[config.mk]
export PLATFORM = sky130hd
export DESIGN_NAME = uart_dma_rx
export DESIGN_NICKNAME = d
export VERILOG_FILES = /design/src/rtl/uart_dma_rx_pkg.sv /design/src/rtl/uart_dma_rx_tick.sv /design/src/rtl/uart_dma_rx_deser.sv /design/src/rtl/uart_dma_rx_regs.sv /design/src/rtl/uart_dma_rx.sv
export SDC_FILE = /design/constraint.sdc
export NUM_CORES = 1
export LEC_CHECK = 0
export ABC_AREA = 1
export BUFFER_PORTS_ARGS = -buffer_cell sky130_fd_sc_hd__buf_2
export CAP_MARGIN = 10
export CELL_PAD_IN_SITES_DETAIL_PLACEMENT = 0
export CELL_PAD_IN_SITES_GLOBAL_PLACEMENT = 1
export CORE_MARGIN = 4
export CORE_UTILIZATION = 46
export CTS_CLUSTER_DIAMETER = 100
export DETAILED_ROUTE_END_ITERATION = 10
export MAX_ROUTING_LAYER = met4
export PLACE_DENSITY = 0.95
export SYNTH_ARGS = -nofsm -noshare
export SYNTH_HDL_FRONTEND = slang
export SYNTH_SLANG_ARGS = --single-unit
[constraint.sdc]
create_clock -name clk -period 4.06 [get_ports clk]
set_input_delay 0.609 -clock clk [delete_from_list [all_inputs] [get_ports clk]]
set_output_delay 0.609 -clock clk [all_outputs]
set_load 0.005 [all_outputs]
[src/rtl/uart_dma_rx_pkg.sv]
package uart_dma_rx_pkg;
    localparam logic [1:0] A_CTRL = 2'd0;
    localparam logic [1:0] A_STAT = 2'd1;
    localparam logic [1:0] A_DATA = 2'd2;
    localparam logic [1:0] A_CNT  = 2'd3;

    localparam int CTL_W      = 5;
    localparam int CTL_RXEN   = 0;
    localparam int CTL_DMAEN  = 1;
    localparam int CTL_TCIE   = 2;
    localparam int CTL_ERRIE  = 3;
    localparam int CTL_RXNEIE = 4;

    localparam int ST_W    = 5;
    localparam int ST_RXNE = 0;
    localparam int ST_FE   = 1;
    localparam int ST_ORE  = 2;
    localparam int ST_NF   = 3;
    localparam int ST_TC   = 4;

    typedef struct packed {
        logic [7:0] data;
        logic       ferr;
        logic       noise;
    } rx_frame_t;
endpackage

[src/rtl/uart_dma_rx_tick.sv]
module uart_dma_rx_tick #(
    parameter int DIV = 2
) (
    input  logic clk,
    input  logic rst_n,
    input  logic restart,
    output logic tick
);
    localparam int DW = (DIV > 1) ? $clog2(DIV) : 1;

    generate
        if (DIV == 1) begin : g_every
            assign tick = 1'b1;
        end else begin : g_count
            logic [DW-1:0] div_d, div_q;
            assign tick = (div_q == DW'(DIV - 1));
            always_comb begin
                if (restart || tick) div_d = '0;
                else                 div_d = div_q + 1'b1;
            end
            always_ff @(posedge clk or negedge rst_n) begin
                if (!rst_n) div_q <= '0;
                else        div_q <= div_d;
            end
        end
    endgenerate
endmodule

[src/rtl/uart_dma_rx_deser.sv]
module uart_dma_rx_deser
    import uart_dma_rx_pkg::*;
#(
    parameter int OVS = 8
) (
    input  logic      clk,
    input  logic      rst_n,
    input  logic      en,
    input  logic      rx_s,
    input  logic      tick,
    output logic      restart,
    output logic      done,
    output rx_frame_t frame
);
    localparam int CW     = $clog2(OVS);
    localparam int SMP_LO = OVS / 2 - 2;
    localparam int SMP_HI = OVS / 2;
    localparam int STOP_I = 9;

    typedef enum logic {D_IDLE, D_BITS} dstate_e;

    typedef struct packed {
        dstate_e    st;
        logic [CW-1:0] cnt;
        logic [3:0] idx;
        logic [1:0] smp;
        logic [7:0] shreg;
        logic       nz;
        logic       done;
        rx_frame_t  frame;
    } deser_t;

    deser_t d, q;
    logic vote, split;

    always_comb begin
        d       = q;
        d.done  = 1'b0;
        restart = 1'b0;
        vote    = (q.smp[1] & q.smp[0]) | (q.smp[1] & rx_s) | (q.smp[0] & rx_s);
        split   = (q.smp[1] ^ q.smp[0]) | (q.smp[0] ^ rx_s);
        case (q.st)
            D_IDLE: begin
                if (en && !rx_s) begin
                    d.st    = D_BITS;
                    d.cnt   = '0;
                    d.idx   = '0;
                    d.nz    = 1'b0;
                    restart = 1'b1;
                end
            end
            default: begin
                if (!en) begin
                    d.st = D_IDLE;
                end else if (tick) begin
                    if (q.cnt >= CW'(SMP_LO) && q.cnt < CW'(SMP_HI))
                        d.smp = {q.smp[0], rx_s};
                    if (q.cnt == CW'(SMP_HI)) begin
                        if (q.idx == 4'd0) begin
                            if (vote) d.st = D_IDLE;
                            else      d.nz = split;
                        end else if (q.idx == 4'(STOP_I)) begin
                            d.done        = 1'b1;
                            d.frame.data  = q.shreg;
                            d.frame.ferr  = ~vote;
                            d.frame.noise = q.nz | split;
                            d.st          = D_IDLE;
                        end else begin
                            d.shreg = {vote, q.shreg[7:1]};
                            d.nz    = q.nz | split;
                        end
                    end
                    if (q.cnt == CW'(OVS - 1)) begin
                        d.cnt = '0;
                        d.idx = q.idx + 1'b1;
                    end else begin
                        d.cnt = q.cnt + 1'b1;
                    end
                end
            end
        endcase
    end

    always_ff @(posedge clk or negedge rst_n) begin
        if (!rst_n) q <= '0;
        else        q <= d;
    end

    assign done  = q.done;
    assign frame = q.frame;
endmodule

[src/rtl/uart_dma_rx_regs.sv]
module uart_dma_rx_regs
    import uart_dma_rx_pkg::*;
#(
    parameter int CNT_W = 16
) (
    input  logic             clk,
    input  logic             rst_n,
    input  logic             reg_wr,
    input  logic             reg_rd,
    input  logic [1:0]       reg_addr,
    input  logic [15:0]      reg_wdata,
    output logic [15:0]      reg_rdata,
    input  logic             frm_done,
    input  rx_frame_t        frm,
    input  logic             dma_ack,
    output logic             dma_req,
    output logic [7:0]       dma_data,
    output logic             irq,
    output logic             rx_en,
    output logic [ST_W-1:0]  stat,
    output logic [CTL_W-1:0] ctrl,
    output logic [CNT_W-1:0] blk_cnt
);
    typedef struct packed {
        logic [CTL_W-1:0] ctrl;
        logic             rxne;
        logic [7:0]       data;
        logic             fe;
        logic             ore;
        logic             nf;
        logic             tc;
        logic             armed;
        logic [CNT_W-1:0] cnt;
    } regs_t;

    regs_t d, q;
    logic take, rd_data;

    always_comb begin
        d       = q;
        dma_req = q.rxne & q.ctrl[CTL_DMAEN] & (q.cnt != '0);
        take    = dma_ack & dma_req;
        rd_data = reg_rd && (reg_addr == A_DATA);

        if (take) begin
            d.rxne = 1'b0;
            d.cnt  = q.cnt - 1'b1;
            if (q.cnt == CNT_W'(1)) d.tc = 1'b1;
        end
        if (rd_data) begin
            if (!q.ctrl[CTL_DMAEN]) d.rxne = 1'b0;
            if (q.armed) begin
                d.fe  = 1'b0;
                d.ore = 1'b0;
                d.nf  = 1'b0;
            end
            d.armed = 1'b0;
        end
        if (reg_rd && (reg_addr == A_STAT)) d.armed = 1'b1;
        if (reg_wr) begin
            case (reg_addr)
                A_CTRL: d.ctrl = reg_wdata[CTL_W-1:0];
                A_STAT: begin
                    if (reg_wdata[ST_FE])  d.fe  = 1'b0;
                    if (reg_wdata[ST_ORE]) d.ore = 1'b0;
                    if (reg_wdata[ST_NF])  d.nf  = 1'b0;
                    if (reg_wdata[ST_TC])  d.tc  = 1'b0;
                end
                A_CNT:  d.cnt = reg_wdata[CNT_W-1:0];
                default: ;
            endcase
        end
        if (frm_done) begin
            if (d.rxne) begin
                d.ore = 1'b1;
            end else begin
                d.rxne = 1'b1;
                d.data = frm.data;
                d.fe   = d.fe | frm.ferr;
                d.nf   = d.nf | frm.noise;
            end
        end
    end

    always_ff @(posedge clk or negedge rst_n) begin
        if (!rst_n) q <= '0;
        else        q <= d;
    end

    assign stat     = {q.tc, q.nf, q.ore, q.fe, q.rxne};
    assign ctrl     = q.ctrl;
    assign blk_cnt  = q.cnt;
    assign rx_en    = q.ctrl[CTL_RXEN];
    assign dma_data = q.data;
    assign irq      = (q.ctrl[CTL_RXNEIE] & q.rxne)
                    | (q.ctrl[CTL_TCIE] & q.tc)
                    | (q.ctrl[CTL_ERRIE] & (q.fe | q.ore | q.nf));

    always_comb begin
        case (reg_addr)
            A_CTRL:  reg_rdata = 16'(q.ctrl);
            A_STAT:  reg_rdata = 16'(stat);
            A_DATA:  reg_rdata = 16'(q.data);
            default: reg_rdata = 16'(q.cnt);
        endcase
    end
endmodule

[src/rtl/uart_dma_rx.sv]
module uart_dma_rx
    import uart_dma_rx_pkg::*;
#(
    parameter int CLK_DIV = 2,
    parameter int OVS     = 8,
    parameter int CNT_W   = 16
) (
    input  logic        clk,
    input  logic        rst_n,
    input  logic        rx_i,
    input  logic        reg_wr,
    input  logic        reg_rd,
    input  logic [1:0]  reg_addr,
    input  logic [15:0] reg_wdata,
    output logic [15:0] reg_rdata,
    output logic        dma_req,
    input  logic        dma_ack,
    output logic [7:0]  dma_data,
    output logic        irq
);
    typedef struct packed {
        logic s1;
        logic s2;
    } sync_t;

    sync_t sync_d, sync_q;

    always_comb begin
        sync_d.s1 = rx_i;
        sync_d.s2 = sync_q.s1;
    end

    always_ff @(posedge clk or negedge rst_n) begin
        if (!rst_n) sync_q <= '1;
        else        sync_q <= sync_d;
    end

    logic             tick, restart, frm_done, rx_en;
    rx_frame_t        frm;
    logic [ST_W-1:0]  stat_w;
    logic [CTL_W-1:0] ctrl_w;
    logic [CNT_W-1:0] cnt_w;

    uart_dma_rx_tick #(.DIV(CLK_DIV)) u_tick (
        .clk     (clk),
        .rst_n   (rst_n),
        .restart (restart),
        .tick    (tick)
    );

    uart_dma_rx_deser #(.OVS(OVS)) u_deser (
        .clk     (clk),
        .rst_n   (rst_n),
        .en      (rx_en),
        .rx_s    (sync_q.s2),
        .tick    (tick),
        .restart (restart),
        .done    (frm_done),
        .frame   (frm)
    );

    uart_dma_rx_regs #(.CNT_W(CNT_W)) u_regs (
        .clk       (clk),
        .rst_n     (rst_n),
        .reg_wr    (reg_wr),
        .reg_rd    (reg_rd),
        .reg_addr  (reg_addr),
        .reg_wdata (reg_wdata),
        .reg_rdata (reg_rdata),
        .frm_done  (frm_done),
        .frm       (frm),
        .dma_ack   (dma_ack),
        .dma_req   (dma_req),
        .dma_data  (dma_data),
        .irq       (irq),
        .rx_en     (rx_en),
        .stat      (stat_w),
        .ctrl      (ctrl_w),
        .blk_cnt   (cnt_w)
    );
endmodule

; Yosys cells after proc, flatten, opt, wreduce, memory -nomap -nowiden
; Cells that the tools add are included.
; Widths: inputs -> output; s select.
[word_totals]
input_bits = 24
ff_bits = 68
out_inout_bits = 26
wordCells = 133
[op_classes]
addsub = 4
n_bitwise = 25
mux = 48
eq_ne = 13
reduce_logical = 19
magnitude_cmp = 2
[ops]
columns = cell, count
row1 = $mux 16, 3
row2 = $pmux 16 s3, 1
row3 = $mux 11, 3
row4 = $mux 30, 1
row5 = $mux 29, 1
row6 = $mux 1, 25
row7 = $mux 8, 3
row8 = $mux 20, 1
row9 = $mux 9, 2
row10 = $reduce_and 6->1, 3
row11 = $eq 16x1->1 const B, 1
row12 = $reduce_bool 16->1, 1
row13 = $sub 16x1->16 const B, 1
row14 = $mux 12, 1
row15 = $mux 4, 3
row16 = $or 1x1->1, 10
row17 = $and 1x1->1, 9
row18 = $mux 3, 3
row19 = $ne 2x2->1 const B, 4
row20 = $reduce_and 4->1, 2
row21 = $eq 3x3->1 const B, 2
row22 = $ne 3x3->1 const B, 2
row23 = $add 4x1->4 const B, 1
row24 = $eq 2x2->1 const B, 2
row25 = other kinds (17), 26

; Logic depth before layout (Yosys ltp)
[logic_depth]
word_depth = 10
mapped_depth = 12
ltp_nobuf = 11

; Cells and area by module
; From an unflattened synthesis, not the netlist that was laid out.
[unflattened]
cells_unflattened = 578
area_unflattened_um2 = 4307.9
[modules_own_cells]
columns = module, seq_area_each_um2, area_each_um2, instances, cells_per_inst
row1 = uart_dma_rx_regs, 875.8, 2658.8, 1, 388
row2 = uart_dma_rx_deser, 750.7, 1567.8, 1, 186
row3 = uart_dma_rx, 52.6, 52.6, 1, 2
row4 = uart_dma_rx_tick, 25.0, 28.8, 1, 2

; Worst setup path before layout
; No wires, ideal clock.
[synth_path]
path_kind = flip-flop to output port
startpoint = register u_regs.q (netlist bit u_regs.blk_cnt[0])
endpoint = output port dma_req
arrival_time_ns = 1.205
stages_incl_launch_ff = 8
t_required_ns = 3.451
slack_ns = 2.246
n_path_buf = 0
path_cell_list = dfrtp_1 -> inv_1 -> ha_1 -> nand2_2 -> nor2_4 -> nand2_4 -> nand2_2 -> inv_1
[synth_via]
elab_chain_cells = 2
[synth_rtl]
columns = item, line_no
row1 = start: declaration, uart_dma_rx_regs.sv:36  ; regs_t d, q;
row2 = start signal: assignment, uart_dma_rx_regs.sv:86  ; if (!rst_n) q <= '0;
row3 = start signal: assignment, uart_dma_rx_regs.sv:87  ; else q <= d;
row4 = $reduce_bool 16->1, uart_dma_rx_regs.sv:41  ; dma_req = q.rxne & q.ctrl[CTL_DMAEN] & (q.cnt != '0);
row5 = $and 1x1->1, uart_dma_rx_regs.sv:41
row6 = end: declaration, uart_dma_rx.sv:16  ; output logic dma_req,
; No other way between the ends.

; Final worst setup path
[layout_path]
startpoint = input port reg_addr[1]
endpoint = output port reg_rdata[1]
[layout_via]
elab_chain_cells = 2
word_cells_on_any_way = 4
cone_classes = eq/ne (2) / mux (1) / reduce/logical (1)
[layout_rtl]
columns = item, line_no
row1 = start: declaration, uart_dma_rx.sv:13  ; input logic [1:0] reg_addr,
row2 = $eq 2x2->1 (tied with other cells), uart_dma_rx_regs.sv:100  ; case (reg_addr)
row3 = $pmux 16 s3 (*), uart_dma_rx_regs.sv:100
row4 = end: declaration, uart_dma_rx.sv:15  ; output logic [15:0] reg_rdata,
; Mark *: on every way between the ends. The rest lies on a longest branch, timed or not.

==> results.json <==
{
  "outcome": "complete, no violations",
  "syn_area_per_cell_um2": 7.66,
  "seqCellArea_um2": 1700,
  "wirelength_um": 8610,
  "vias": 3263,
  "die_x_um": 100,
  "placementRows": 33,
  "io_buffers": 49,
  "cts_tree": "built",
  "drt_iter0_drc": 157,
  "cp.arrival_ps": 1880,
  "syn_area_um2": 3890,
  "grt-ovfl-total": 0,
  "critical_path.cell_chain": "buf_2 > nand2_1 > inv_1 > a221oi_1 > a22oi_1 > buf_2",
  "rsz0062_at_grt": "false",
  "synth_compound_area_share_pct": 8.07,
  "yosys.area.top_type": "dfrtp_1",
  "synth_cell_type_count": 35,
  "seqPwrFrac_pct": 45.8,
  "clkLatencyLatePin_ps": 340,
  "post_cts_buffers": 0,
  "power_density_nw_per_um2": 430,
  "final_common_cell": "nand2_1",
  "cts_hold_buffers": 0,
  "place.gp.congestion": 0.987,
  "grt_first_pass_wirelength_um": 14600,
  "worst_path_most_repeated_cell": "buf_2",
  "clk_path_buf_depth": 2,
  "grt_pass1_vias": 3172,
  "synth_area_leaders": "dfrtp_1, nand2_1, inv_1",
  "die_area_um2": 10000,
  "swShare_pct": 32.7,
  "critPathKind": "input port to output port",
  "p_int_mw": 1.26,
  "hold_violations": 0,
  "setup_violations": 0,
  "crit_fanout": 12,
  "antenna_cells": 0,
  "wire_per_inst_um": 13.0,
  "drive_above_1_share_pct": 20.3,
  "drtPass1Iterations": 4,
  "max_freq_ghz": 0.402,
  "fin_crit_sh_pct": 61.3,
  "slew_headroom_pct": 57.5,
  "antenna_left": 0,
  "yosys_warnings": 0,
  "grt_max_degree": 29,
  "nNetsFinal": 587,
  "cp-start-kind": "input port",
  "antenna_found_initial": 0,
  "root_buffer": "clkbuf_8",
  "htreeDepth": 3,
  "fill_cells": 794,
  "cts_resized": 0,
  "synth.top_cell.area_share_pct": 42.4,
  "multi_input_area_um2": 1800,
  "syn-num-nets": 542,
  "skew_ps": 7.38,
  "cts.reportedPaths.clkPinSlew_ps": 70,
  "yosysSeqAreaShare_pct": 43.8,
  "ys_seq_elements": 68,
  "ios": 50,
  "numCtsBuffers": 9,
  "ir_drop_v": 0.000166,
  "synth_top_family_by_area": "simple AND/OR/NAND/NOR gates",
  "switchingPower_uw": 613,
  "core_um2": 8220,
  "grt.total_usage_pct": 18.8,
  "synthMuxAreaShare_pct": 0.578,
  "vias_per_cell": 4.92,
  "tightest_slew_ps": 637,
  "maxCapViolations": 0,
  "final_cell_mix": "nand2_1, inv_1, dfrtp_1, buf_2, nor2_1",
  "syn_to_final_growth_pct": 12.2,
  "synth_xor_area_share_pct": 1.57,
  "worst_ep_required_time_ps": 3450,
  "syn_inst": 508,
  "die_h_um": 100,
  "endpoint_kind": "output port",
  "critPathMaxStageDelay_ps": 350,
  "tns_ps": 0,
  "cts_sinks": 68,
  "synthAdderAreaFrac_pct": 3.21,
  "hpwl_um": 6620,
  "slew_viol_final": 0,
  "slowest_stage": "nand2_1",
  "power_frac_clock_pct": 30.9,
  "fin_util_pct": 53.2,
  "comb_power_share_pct": 23.3,
  "start_util_pct": 47.4,
  "drc": 0,
  "power.leakage_nw": 2.34,
  "period_needed_ps": 2490,
  "synthSimpleGateAreaFrac_pct": 32.8,
  "hold_path_class": "input port to asynchronous set/reset pin"
}
worst max-delay path: cells and delay by family:
family / cells / cell delay (ps)
compound gates: 2 / 390
simple gates: 1 / 350
buf+inv: 3 / 540
area by class of cell:
type                    instances  share of cell area [%]
repair buffers                 51                    5.96
well taps                     105                    3.01
clock inverters                 3                    1.03
inverters                      69                    5.93
clock buffers                  13                    3.87
flip-flops and latches         68                    39.0
multi-input cells             354                    41.2
cells by family after synthesis:
kind of cell    Yosys count
simple gates            281
mux                       2
fa+ha+maj                10
compound gates           54
buf+inv                  86
xor+xnor                  7
flops                    68
worst paths after layout:
path                                    from                 end  slack (ps)  cells past startpoint
max                              reg_addr[1]        reg_rdata[1]        1570                      6
max reg2reg                u_regs.blk_cnt[0]  u_regs.dma_data[2]        2010                     10
min reg2reg                        sync_d[0]           sync_q[0]         360                      0
max in group asynchronous              rst_n           sync_d[0]        2950                      2
min                                    rst_n  u_regs.blk_cnt[12]         280                      1
min in group clk                   sync_d[0]           sync_q[0]         360                      0
per-stage QoR:
step / std cells / power, mW / hold WS (ps) / setup WS, ps / instance area [µm²]
3_3_place_gp: 647 / 1.29 / 346 / 1610 / 4160
2_1_floorplan: 508 / 1.17 / 313 / 2250 / 3890
6_report: 663 / 1.88 / 282 / 1570 / 4370
3_5_place_dp: 647 / 1.31 / 348 / 1560 / 4160
5_1_grt: 663 / 2.02 / 328 / 1430 / 4370
4_1_cts: 663 / 1.90 / 290 / 1560 / 4370
routing by layer:
layer | GRT usage (%) | part of all wire (%) | vias to the layer above
li1 | - | - | 1680
met1 | 20.8 | 41 | 1479
met2 | 32.1 | 51 | 76
met3 | 4.03 | 4.2 | 28
met4 | 9.22 | 4.1 | 0
met5 | - | 0 | -
flip-flops by register name, summed over array words and instances, names as in the netlist:
register and flops:
u_deser.q 19, u_regs.blk_cnt 16, u_deser.frame 10, u_regs.dma_data 8, u_regs.ctrl 5, u_regs.stat 5
sync_d 1, sync_q 1, u_deser.done 1, u_regs.q 1, u_tick.tick 1
Yosys cell counts:
| cell | n |
|---|---|
| mux2_2 | 2 |
| buf_2 | 2 |
| nand2_4 | 1 |
| nand3_1 | 34 |
| ha_1 | 10 |
| or2_2 | 11 |
| o21ai_1 | 6 |
| a211oi_1 | 1 |
| a22o_1 | 5 |
| nand2_1 | 152 |
| nor3_1 | 4 |
| o31ai_1 | 1 |
| buf_4 | 8 |
| nand3_4 | 1 |
| o21ai_0 | 27 |
| a221oi_1 | 2 |
| buf_6 | 3 |
| dfrtp_1 | 66 |
| clkbuf_1 | 2 |
| nor2_1 | 46 |
| nand4_1 | 4 |
| inv_1 | 67 |
| buf_1 | 1 |
| nand3_2 | 7 |
| a21oi_1 | 7 |
| xor2_1 | 6 |
| dfstp_2 | 2 |
| xnor2_1 | 1 |
| nand2_2 | 15 |
| o211ai_1 | 4 |
| nor2_2 | 2 |
| buf_8 | 1 |
| a22oi_1 | 1 |
| inv_2 | 2 |
| nor2_4 | 4 |
power by group through the flow:
stage                     Clock (mW)  Combinational, mW  Sequential, mW
after floorplan                    0              0.331           0.843
after global placement             0              0.425           0.870
after detailed placement           0              0.438           0.872
after CTS                      0.601              0.441           0.860
after global routing           0.629              0.513           0.874
final                          0.580              0.437           0.860
No activity file was read; power rests on OpenSTA's default activity.
